[src/rtl/prot_seq_pkg.sv]
// Package: step addresses for the protect/unprotect read runs.
// Assumes the address bus is at least 13 bits wide so every code fits.
package prot_seq_pkg;

    // number of steps the two runs share before the deciding read
    localparam int PREFIX_LEN = 6;
    // width of the stored address codes
    localparam int CODE_W     = 16;

    // seventh address that clears protection
    localparam logic [CODE_W-1:0] TAIL_UNPROT = 16'h041A;
    // seventh address that sets protection
    localparam logic [CODE_W-1:0] TAIL_PROT   = 16'h040A;

    // Returns the address expected at shared step idx (0-based).
    function automatic logic [CODE_W-1:0] prefix_code(input int idx);
        case (idx)
            0:       prefix_code = 16'h1823;
            1:       prefix_code = 16'h1820;
            2:       prefix_code = 16'h1822;
            3:       prefix_code = 16'h0418;
            4:       prefix_code = 16'h041B;
            5:       prefix_code = 16'h0419;
            default: prefix_code = '0;
        endcase
    endfunction

endpackage

[src/rtl/prot_step_match.sv]
// Module: prot_step_match
// Compares the current address against every step code in parallel.
// hit_vec[i] is high when addr equals shared step i. Entries from
// PREFIX_LEN up to 2**CNT_W-1 are tied low, so a full-range count can
// index the vector safely. Assumes ADDR_W >= 13.
module prot_step_match
    import prot_seq_pkg::*;
#(
    parameter int ADDR_W = 19,
    parameter int CNT_W  = 3
) (
    input  logic [ADDR_W-1:0]     addr,
    output logic [(1<<CNT_W)-1:0] hit_vec,
    output logic                  hit_unprot,
    output logic                  hit_prot
);
    localparam int VEC_N = 1 << CNT_W;

    // one comparator per shared step, padding beyond the prefix
    for (genvar i = 0; i < VEC_N; i++) begin : g_step
        if (i < PREFIX_LEN) begin : g_cmp
            assign hit_vec[i] = (addr == ADDR_W'(prefix_code(i)));
        end else begin : g_pad
            assign hit_vec[i] = 1'b0;
        end
    end

    // the two deciding seventh-step compares
    assign hit_unprot = (addr == ADDR_W'(TAIL_UNPROT));
    assign hit_prot   = (addr == ADDR_W'(TAIL_PROT));

endmodule

[src/rtl/prot_seq_counter.sv]
// Module: prot_seq_counter
// Counts how many shared steps have matched (0..PREFIX_LEN). It raises
// a one-cycle fire signal on the read that completes either run. A
// write cycle clears the count. A read with no enable, or an idle
// cycle, leaves it alone. Assumes hit inputs describe the current addr.
module prot_seq_counter
    import prot_seq_pkg::*;
#(
    parameter int CNT_W = 3
) (
    input  logic                  clk,
    input  logic                  rst_n,
    input  logic                  rd_cyc,
    input  logic                  wr_cyc,
    input  logic [(1<<CNT_W)-1:0] hit_vec,
    input  logic                  hit_unprot,
    input  logic                  hit_prot,
    output logic [CNT_W-1:0]      step_cnt,
    output logic                  fire_unprot,
    output logic                  fire_prot
);
    localparam logic [CNT_W-1:0] LAST = CNT_W'(PREFIX_LEN);

    logic            at_last;
    logic [CNT_W-1:0] cnt_nxt;

    assign at_last     = (step_cnt == LAST);
    // completion events, only on a clean read at the final step
    assign fire_unprot = rd_cyc && !wr_cyc && at_last && hit_unprot;
    assign fire_prot   = rd_cyc && !wr_cyc && at_last && hit_prot;

    // next-count selection: write restarts, reads advance or restart
    always_comb begin
        cnt_nxt = step_cnt;
        if (wr_cyc) begin
            cnt_nxt = '0;
        end else if (rd_cyc) begin
            if (at_last && (hit_unprot || hit_prot)) begin
                cnt_nxt = '0;
            end else if (!at_last && hit_vec[step_cnt]) begin
                cnt_nxt = step_cnt + 1'b1;
            end else if (hit_vec[0]) begin
                cnt_nxt = CNT_W'(1);
            end else begin
                cnt_nxt = '0;
            end
        end
    end

    // progress register with synchronous reset
    always_ff @(posedge clk) begin
        if (!rst_n) begin
            step_cnt <= '0;
        end else begin
            step_cnt <= cnt_nxt;
        end
    end

endmodule

[src/rtl/prot_read_unlock.sv]
// Module: prot_read_unlock (top)
// Tracks the software write-protect state from the read-address runs
// and gates write cycles with it. Protection is on after reset. Assumes
// one access per clock, qualified by chip_en.
module prot_read_unlock
    import prot_seq_pkg::*;
#(
    parameter int ADDR_W = 19
) (
    input  logic              clk,
    input  logic              rst_n,
    input  logic              chip_en,
    input  logic              rd_stb,
    input  logic              wr_stb,
    input  logic [ADDR_W-1:0] addr,
    output logic              prot_on,
    output logic              wr_grant
);
    localparam int CNT_W = $clog2(PREFIX_LEN + 1);

    logic                  rd_cyc;
    logic                  wr_cyc;
    logic [(1<<CNT_W)-1:0] hit_vec;
    logic                  hit_unprot;
    logic                  hit_prot;
    logic [CNT_W-1:0]      step_cnt;
    logic                  fire_unprot;
    logic                  fire_prot;

    // qualified access cycles
    assign rd_cyc = chip_en && rd_stb;
    assign wr_cyc = chip_en && wr_stb;

    prot_step_match #(.ADDR_W(ADDR_W), .CNT_W(CNT_W)) match_i (
        .addr       (addr),
        .hit_vec    (hit_vec),
        .hit_unprot (hit_unprot),
        .hit_prot   (hit_prot)
    );

    prot_seq_counter #(.CNT_W(CNT_W)) count_i (
        .clk         (clk),
        .rst_n       (rst_n),
        .rd_cyc      (rd_cyc),
        .wr_cyc      (wr_cyc),
        .hit_vec     (hit_vec),
        .hit_unprot  (hit_unprot),
        .hit_prot    (hit_prot),
        .step_cnt    (step_cnt),
        .fire_unprot (fire_unprot),
        .fire_prot   (fire_prot)
    );

    // protect flag: set by reset or the protect run, cleared by unprotect run
    always_ff @(posedge clk) begin
        if (!rst_n) begin
            prot_on <= 1'b1;
        end else if (fire_unprot) begin
            prot_on <= 1'b0;
        end else if (fire_prot) begin
            prot_on <= 1'b1;
        end
    end

    // write gating toward erase/program logic
    assign wr_grant = wr_cyc && !prot_on;

endmodule

[config.mk]
export PLATFORM = sky130hd
export DESIGN_NAME = prot_read_unlock
export DESIGN_NICKNAME = d
export VERILOG_FILES = /design/src/rtl/prot_seq_pkg.sv /design/src/rtl/prot_step_match.sv /design/src/rtl/prot_seq_counter.sv /design/src/rtl/prot_read_unlock.sv
export SDC_FILE = /design/constraint.sdc
export NUM_CORES = 1
export LEC_CHECK = 0
export BUFFER_PORTS_ARGS = -buffer_cell sky130_fd_sc_hd__buf_2
export CORE_AREA = 2 2 39 41
export CTS_CLUSTER_SIZE = 40
export DETAILED_ROUTE_END_ITERATION = 16
export DIE_AREA = 0 0 41 43
export PLACE_DENSITY = 0.73
export SYNTH_ARGS = -nofsm -noshare
export SYNTH_HDL_FRONTEND = slang
export SYNTH_HIERARCHICAL = 1
export SYNTH_SLANG_ARGS = --single-unit
[constraint.sdc]
create_clock -name clk -period 4.45 [get_ports clk]
set_input_delay 1.1125 -clock clk [delete_from_list [all_inputs] [get_ports clk]]
set_output_delay 1.1125 -clock clk [all_outputs]
set_load 0.005 [all_outputs]
==> results_dict.tcl, run 1 <==
set metrics [dict create \
    pwr-share-comb_pct 20.0 \
    gp_congestion 0.693 \
    cts.reportedPaths.clkPinSlew_ps 40 \
    hold_viol_final 0 \
    globalRoute.totalOverflow 0 \
    cp.arrival_ps 3020 \
    synth_seq_cells 4 \
    hold_buffers 0 \
    yosysSeqAreaShare_pct 14.4 \
    sw_frac_of_total_pct 23.4 \
    synthCells 67 \
    ios 26 \
    setup_tns_ps 0 \
    cts.repair.resized 0 \
    total_leakage_power_uw 0.000297 \
    grt_use_total_pct 16.8 \
    ys_warn_count 6 \
    n_fill_cell 136 \
    startpoint "addr[9]" \
    timing.rr.start "count_i/step_cnt[0]" \
    cap_violations 0 \
    p_per_area_nw_per_um2 145 \
    htree_levels 1 \
    placed_cell_area_um2 677 \
    max_freq_mhz 342 \
    synthDistinctLibCells 36 \
    drcViolationCount 0 \
    rows 14 \
    cp_max_fo 3 \
    grt_pass1_vias 560 \
    p_sw_uw 23.7 \
    portBuffers 25 \
    design_area_um2 699 \
    fp.dieH_um 43 \
    cts_tree "built" \
    finalCritPeriodShare_pct 65.7 \
    final_cells 109 \
    dieWidth_um 41 \
    worstMarginPinSlew_ps 547 \
    hold_ws_ps 575 \
    clockBufferDepth 2 \
    pwr-share-seq_pct 35.5 \
    slew_headroom_pct 63.2 \
    core-area_um2 1380 \
    hpwl_um 1010 \
    start_kind "input pin" \
    grt_max_degree 9 \
    wl_per_cell_um 10.6 \
    min_path_type "flop to flop" \
    status "finished, final reports clean" \
    fin_worst_skew_ps 1.80 \
    final_max_slew_viol_count 0 \
    area_growth_pct 26.2 \
    cts_root_buffer "clkbuf_4" \
    drive_gt1_share_pct 40.9 \
    endpoint "count_i/step_cnt[0]" \
    synth_area_leaders "dfxtp_1, nor4b_1, nor2b_4" \
    cp_data_required_time_ps 4550 \
    syn_avg_cell_area_um2 8.27 \
    reg2reg_depth 4 \
    syn_area_um2 554 \
    drt_iter0_drc 6 \
    start_util_pct 40.1 \
    numCtsBuffers 3 \
    clock_latency_ps 230 \
    grt_antenna_before_repair 0 \
    nets 121 \
    cts_sinks 4 \
    drtPass1Iterations 3 \
    die-area_um2 1760 \
    finalPower_uw 101 \
    internal_power_uw 77.7 \
    synth_top_area_cell "dfxtp_1" \
    clockPowerShare_pct 44.5 \
    setup_viol 0 \
    grt_pass1_wl_um 2120 \
    worstReg2RegEnd "count_i/step_cnt[2]" \
    viasPerCell 5.37 \
    path_class "input pin to flop" \
    peakVddDrop_mv 0.0672 \
    r2r_slack_ps 2640 \
    cp-end-kind "flop" \
    final_antenna_net_count 0 \
    rsz0062_at_grt "false" \
    postCtsSetupBuffers 0 \
    routed_wl_um 1150 \
    vias 585 \
    placed_cells 106 \
    diodes 0 \
    yosys.area.top_type_share_pct 14.4 \
    finalCriticalPeriod_ps 2920 \
]
[worst max-delay path, cell delays in order]
cell and delay (ps):
buf_2 110, or4_4 520, or4_4 510, nor3_2 150, mux4_2 240, nor2b_4 140, or3_1 130, o211ai_1 100
[layer usage]
metal	track usage [%]	vias up	wire, um
met2	28.1	20	579
li1	-	308	-
met3	0	0	63
met4	8.00	0	0
met1	21.0	257	510
met5	0	-	0
[per-stage QoR]
stage          utilization, %  setup slack, ps
3_5_place_dp             48.9             1280
5_1_grt                  50.5             1320
3_3_place_gp             48.9             1330
6_report                 50.5             1530
4_1_cts                  50.5             1530
2_1_floorplan               -             1480
[sequential cells by signal, indices dropped and copies added, names as in the netlist]
| signal | cells |
|---|---|
| prot_on | 1 |
| count_i/step_cnt | 3 |
[layout by cell type (no fill, tap or decap), types with 3 or more instances in the layout]
cell      Yosys  layout
buf_2         0      25
nor4b_1       4       4
nand2b_1      3       3
nor4_1        4       4
nor3_1        3       3
nor2_1        5       5
nand2_1       4       4
dfxtp_1       4       4
clkbuf_4      0       3
[cell families after synthesis]
kind of cell,Yosys count,share of synthesized area (%)
AO/OA/AOI/OAI,9,12.6
adder cells (fa/ha/maj),2,4.51
buffers and inverters,5,6.09
flip-flops,4,14.4
multiplexers,3,7.67
other,1,0.677
AND/OR/NAND/NOR,43,54.0
[area by class of cell]
type | count | area, um2 | share of cell area [%]
well taps | 16 | 20.0 | 2.86
flip-flops and latches | 4 | 80.1 | 11.4
multi-input cells | 59 | 444 | 63.5
clock buffers | 3 | 22.5 | 3.22
repair buffers | 25 | 125 | 17.9
inverters | 2 | 7.51 | 1.07
[Yosys cell counts, drive strengths merged]
master  instances
o31ai           2
o21ai           1
or2             1
mux4            1
mux2i           2
nand3           2
o22a            1
o211a           1
ha              2
or4             2
dfxtp           4
a21oi           1
nor4            4
nand2b          3
nand2           4
nor2            5
and2b           1
and2            4
nor4b           4
nand4           1
o311ai          1
or3             2
o211ai          1
nor2b           2
nor3            4
nand4b          2
buf             3
a32o            1
conb            1
and4b           2
inv             2
[worst min path at each step]
stage | from | end | slack, ps | depth (start not counted)
6_report | prot_on | prot_on | 580 | 2
5_1_grt | prot_on | prot_on | 610 | 2
4_1_cts | prot_on | prot_on | 580 | 2
3_5_place_dp | prot_on | prot_on | 570 | 2
3_3_place_gp | prot_on | prot_on | 550 | 2
2_1_floorplan | count_i/step_cnt[1] | count_i/step_cnt[1] | 530 | 2
[power groups by stage]
stage / logic (uW) / registers (uW) / clock network, uW
final: 20.3 / 36.0 / 45.1
after global placement: 19.5 / 36.6 / 0
after CTS: 20.1 / 36.0 / 47.1
after floorplan: 8.33 / 36.6 / 0
after global routing: 22.8 / 36.0 / 48.7
after detailed placement: 20.1 / 36.6 / 0
No activity file was read; power rests on OpenSTA's default activity.
==> inputs of run 2 (changes only) <==
--- a/config.mk
+++ b/config.mk
@@ -6,10 +6,9 @@
 export NUM_CORES = 1
 export LEC_CHECK = 0
 export BUFFER_PORTS_ARGS = -buffer_cell sky130_fd_sc_hd__buf_2
-export CORE_AREA = 2 2 39 41
+export CORE_UTILIZATION = 40
 export CTS_CLUSTER_SIZE = 40
 export DETAILED_ROUTE_END_ITERATION = 16
-export DIE_AREA = 0 0 41 43
 export PLACE_DENSITY = 0.73
 export SYNTH_ARGS = -nofsm -noshare
 export SYNTH_HDL_FRONTEND = slang
==> constraint.sdc (replaced) <==
create_clock -name clk -period 2.5 [get_ports clk]
set_input_delay 0.625 -clock clk [delete_from_list [all_inputs] [get_ports clk]]
set_output_delay 0.625 -clock clk [all_outputs]
set_load 0.005 [all_outputs]
==> run 2 against run 1 <==
  * Utilization grew 5.3 points
  * First-iteration DRC count shrank 33%
  * Setup slack got worse by 1400 ps
  * Count of clock-buffer cells in the layout stayed put
  * Highest routed layer unchanged
  * Critical path type unchanged
  * Via count up 3.2%
  * Die area is 13% lower
  * Clock skew increased by 1.5 ps
  * Combinational power is 83% higher
  * Critical path depth did not move
  * Global-route usage increased by 2.5 points
==> results_dict.tcl, run 2 (synthesis results as in run 1) <==
set metrics [dict create \
    status "finished, final reports clean" \
    placed_cell_area_um2 698 \
    htree_levels 1 \
    numCtsBuffers 3 \
    cp.arrival_ps 2520 \
    nets 124 \
    drtPass1Iterations 3 \
    finalCritPeriodShare_pct 96.4 \
    hold_ws_ps 556 \
    wl_per_cell_um 10.5 \
    layout_common_cells "buf_2, nor2_1, nand2_1, dfxtp_1, nor4_1" \
    routed_wl_um 1170 \
    layout_commonest_cell "buf_2" \
    clockBufferDepth 2 \
    rsz0062_at_grt "false" \
    viasPerCell 5.44 \
    ff_latch_area_um2 80.1 \
    peakVddDrop_mv 0.144 \
    area_growth_pct 31.2 \
    portBuffers 25 \
    core-area_um2 1300 \
    total_leakage_power_uw 0.000315 \
    setup_viol 0 \
    post-route-util_pct 55.9 \
    hpwl_um 1010 \
    cts.reportedPaths.clkPinSlew_ps 40 \
    drt_iter0_drc 4 \
    cp_max_fo 3 \
    start_kind "input pin" \
    top_regs "count_i/step_cnt x3, prot_on x1" \
    cts_sinks 4 \
    clock_latency_ps 230 \
    final_antenna_net_count 0 \
    setup_slack_ps 88.8 \
    dieWidth_um 39.2 \
    cts_root_buffer "clkbuf_4" \
    rows 13 \
    ios 26 \
    cp-end-kind "flop" \
    grt_pass1_vias 533 \
    final_max_slew_viol_count 0 \
    gp_congestion 0.750 \
    n_fill_cell 136 \
    fp.dieH_um 39.2 \
    multi_input_area_um2 450 \
    p_per_area_nw_per_um2 248 \
    finalPower_uw 180 \
    globalRoute.totalOverflow 0 \
    max_freq_mhz 415 \
    die-area_um2 1540 \
    fin_worst_skew_ps 3.34 \
    cts_tree "built" \
    grt_use_total_pct 19.3 \
    grt_pass1_wl_um 2030 \
    diodes 0 \
    start_util_pct 42.6 \
    drive_gt1_share_pct 43.8 \
    cp_data_required_time_ps 2610 \
    grt_max_degree 9 \
    design_area_um2 727 \
    regMostFlops "count_i/step_cnt" \
    drcViolationCount 0 \
    vias 604 \
    grt_antenna_before_repair 0 \
    hold_viol_final 0 \
    finalCriticalPeriod_ps 2410 \
    place_ws_ps -172 \
    min_path_type "flop to flop" \
    path_class "input pin to flop" \
    largest_register_ff_count 3 \
    cap_violations 0 \
]
[run 2: path summary, 6_finish.rpt]
path | startpoint | cells after the start | slack [ps] | end
worst max-delay path | addr[9] | 8 | 90 | count_i/step_cnt[0]
worst min-delay path | prot_on | 2 | 560 | prot_on
worst max register to register | count_i/step_cnt[0] | 4 | 680 | count_i/step_cnt[2]
worst min register to register | prot_on | 2 | 560 | prot_on
[run 2: metal layers]
layer | global-route usage, % | share of wire [%] | vias up
met3 | 0 | 3.8 | 0
met1 | 21.0 | 45 | 269
met4 | 12.9 | 0 | 0
met5 | 0 | 0 | -
li1 | - | - | 315
met2 | 35.8 | 51 | 20
[run 2: critical path: stages]
cell,delay [ps]
buf_2,100
or4_4,530
or4_4,510
nor3_2,150
mux4_2,240
nor2b_4,150
or3_1,120
o211ai_1,90
[run 2: final cells by class]
cell class	count	area share [%]
flip-flops and latches	4	11.0
clock buffers	3	3.10
repair buffers	28	20.3
inverters	2	1.03
multi-input cells	59	62.0
well taps	15	2.58
[run 2: where the power goes]
part	leakage (uW)	internal [uW]	total [uW]	switching, uW
registers	0.0000322	64.2	64.2	0.0000462
logic	0.000269	21.2	37.2	16.0
clock network	0.0000138	53.6	79.2	25.5
total	0.000315	139	180	41.5
[run 2: what timing repair did]
| action | 4_1_cts | 5_1_grt |
|---|---|---|
| buffers inserted | 0 | 0 |
| setup endpoints to repair | 0 | 2 |
| hold buffers | 0 | 0 |
| resized for setup | 0 | 1 |
[run 2: per-stage QoR]
stage / setup TNS (ps) / instances
6_report: 0 / 111
3_3_place_gp: -326 / 108
5_1_grt: 0 / 111
4_1_cts: 0 / 111
3_5_place_dp: -439 / 108
2_1_floorplan: 0 / 68
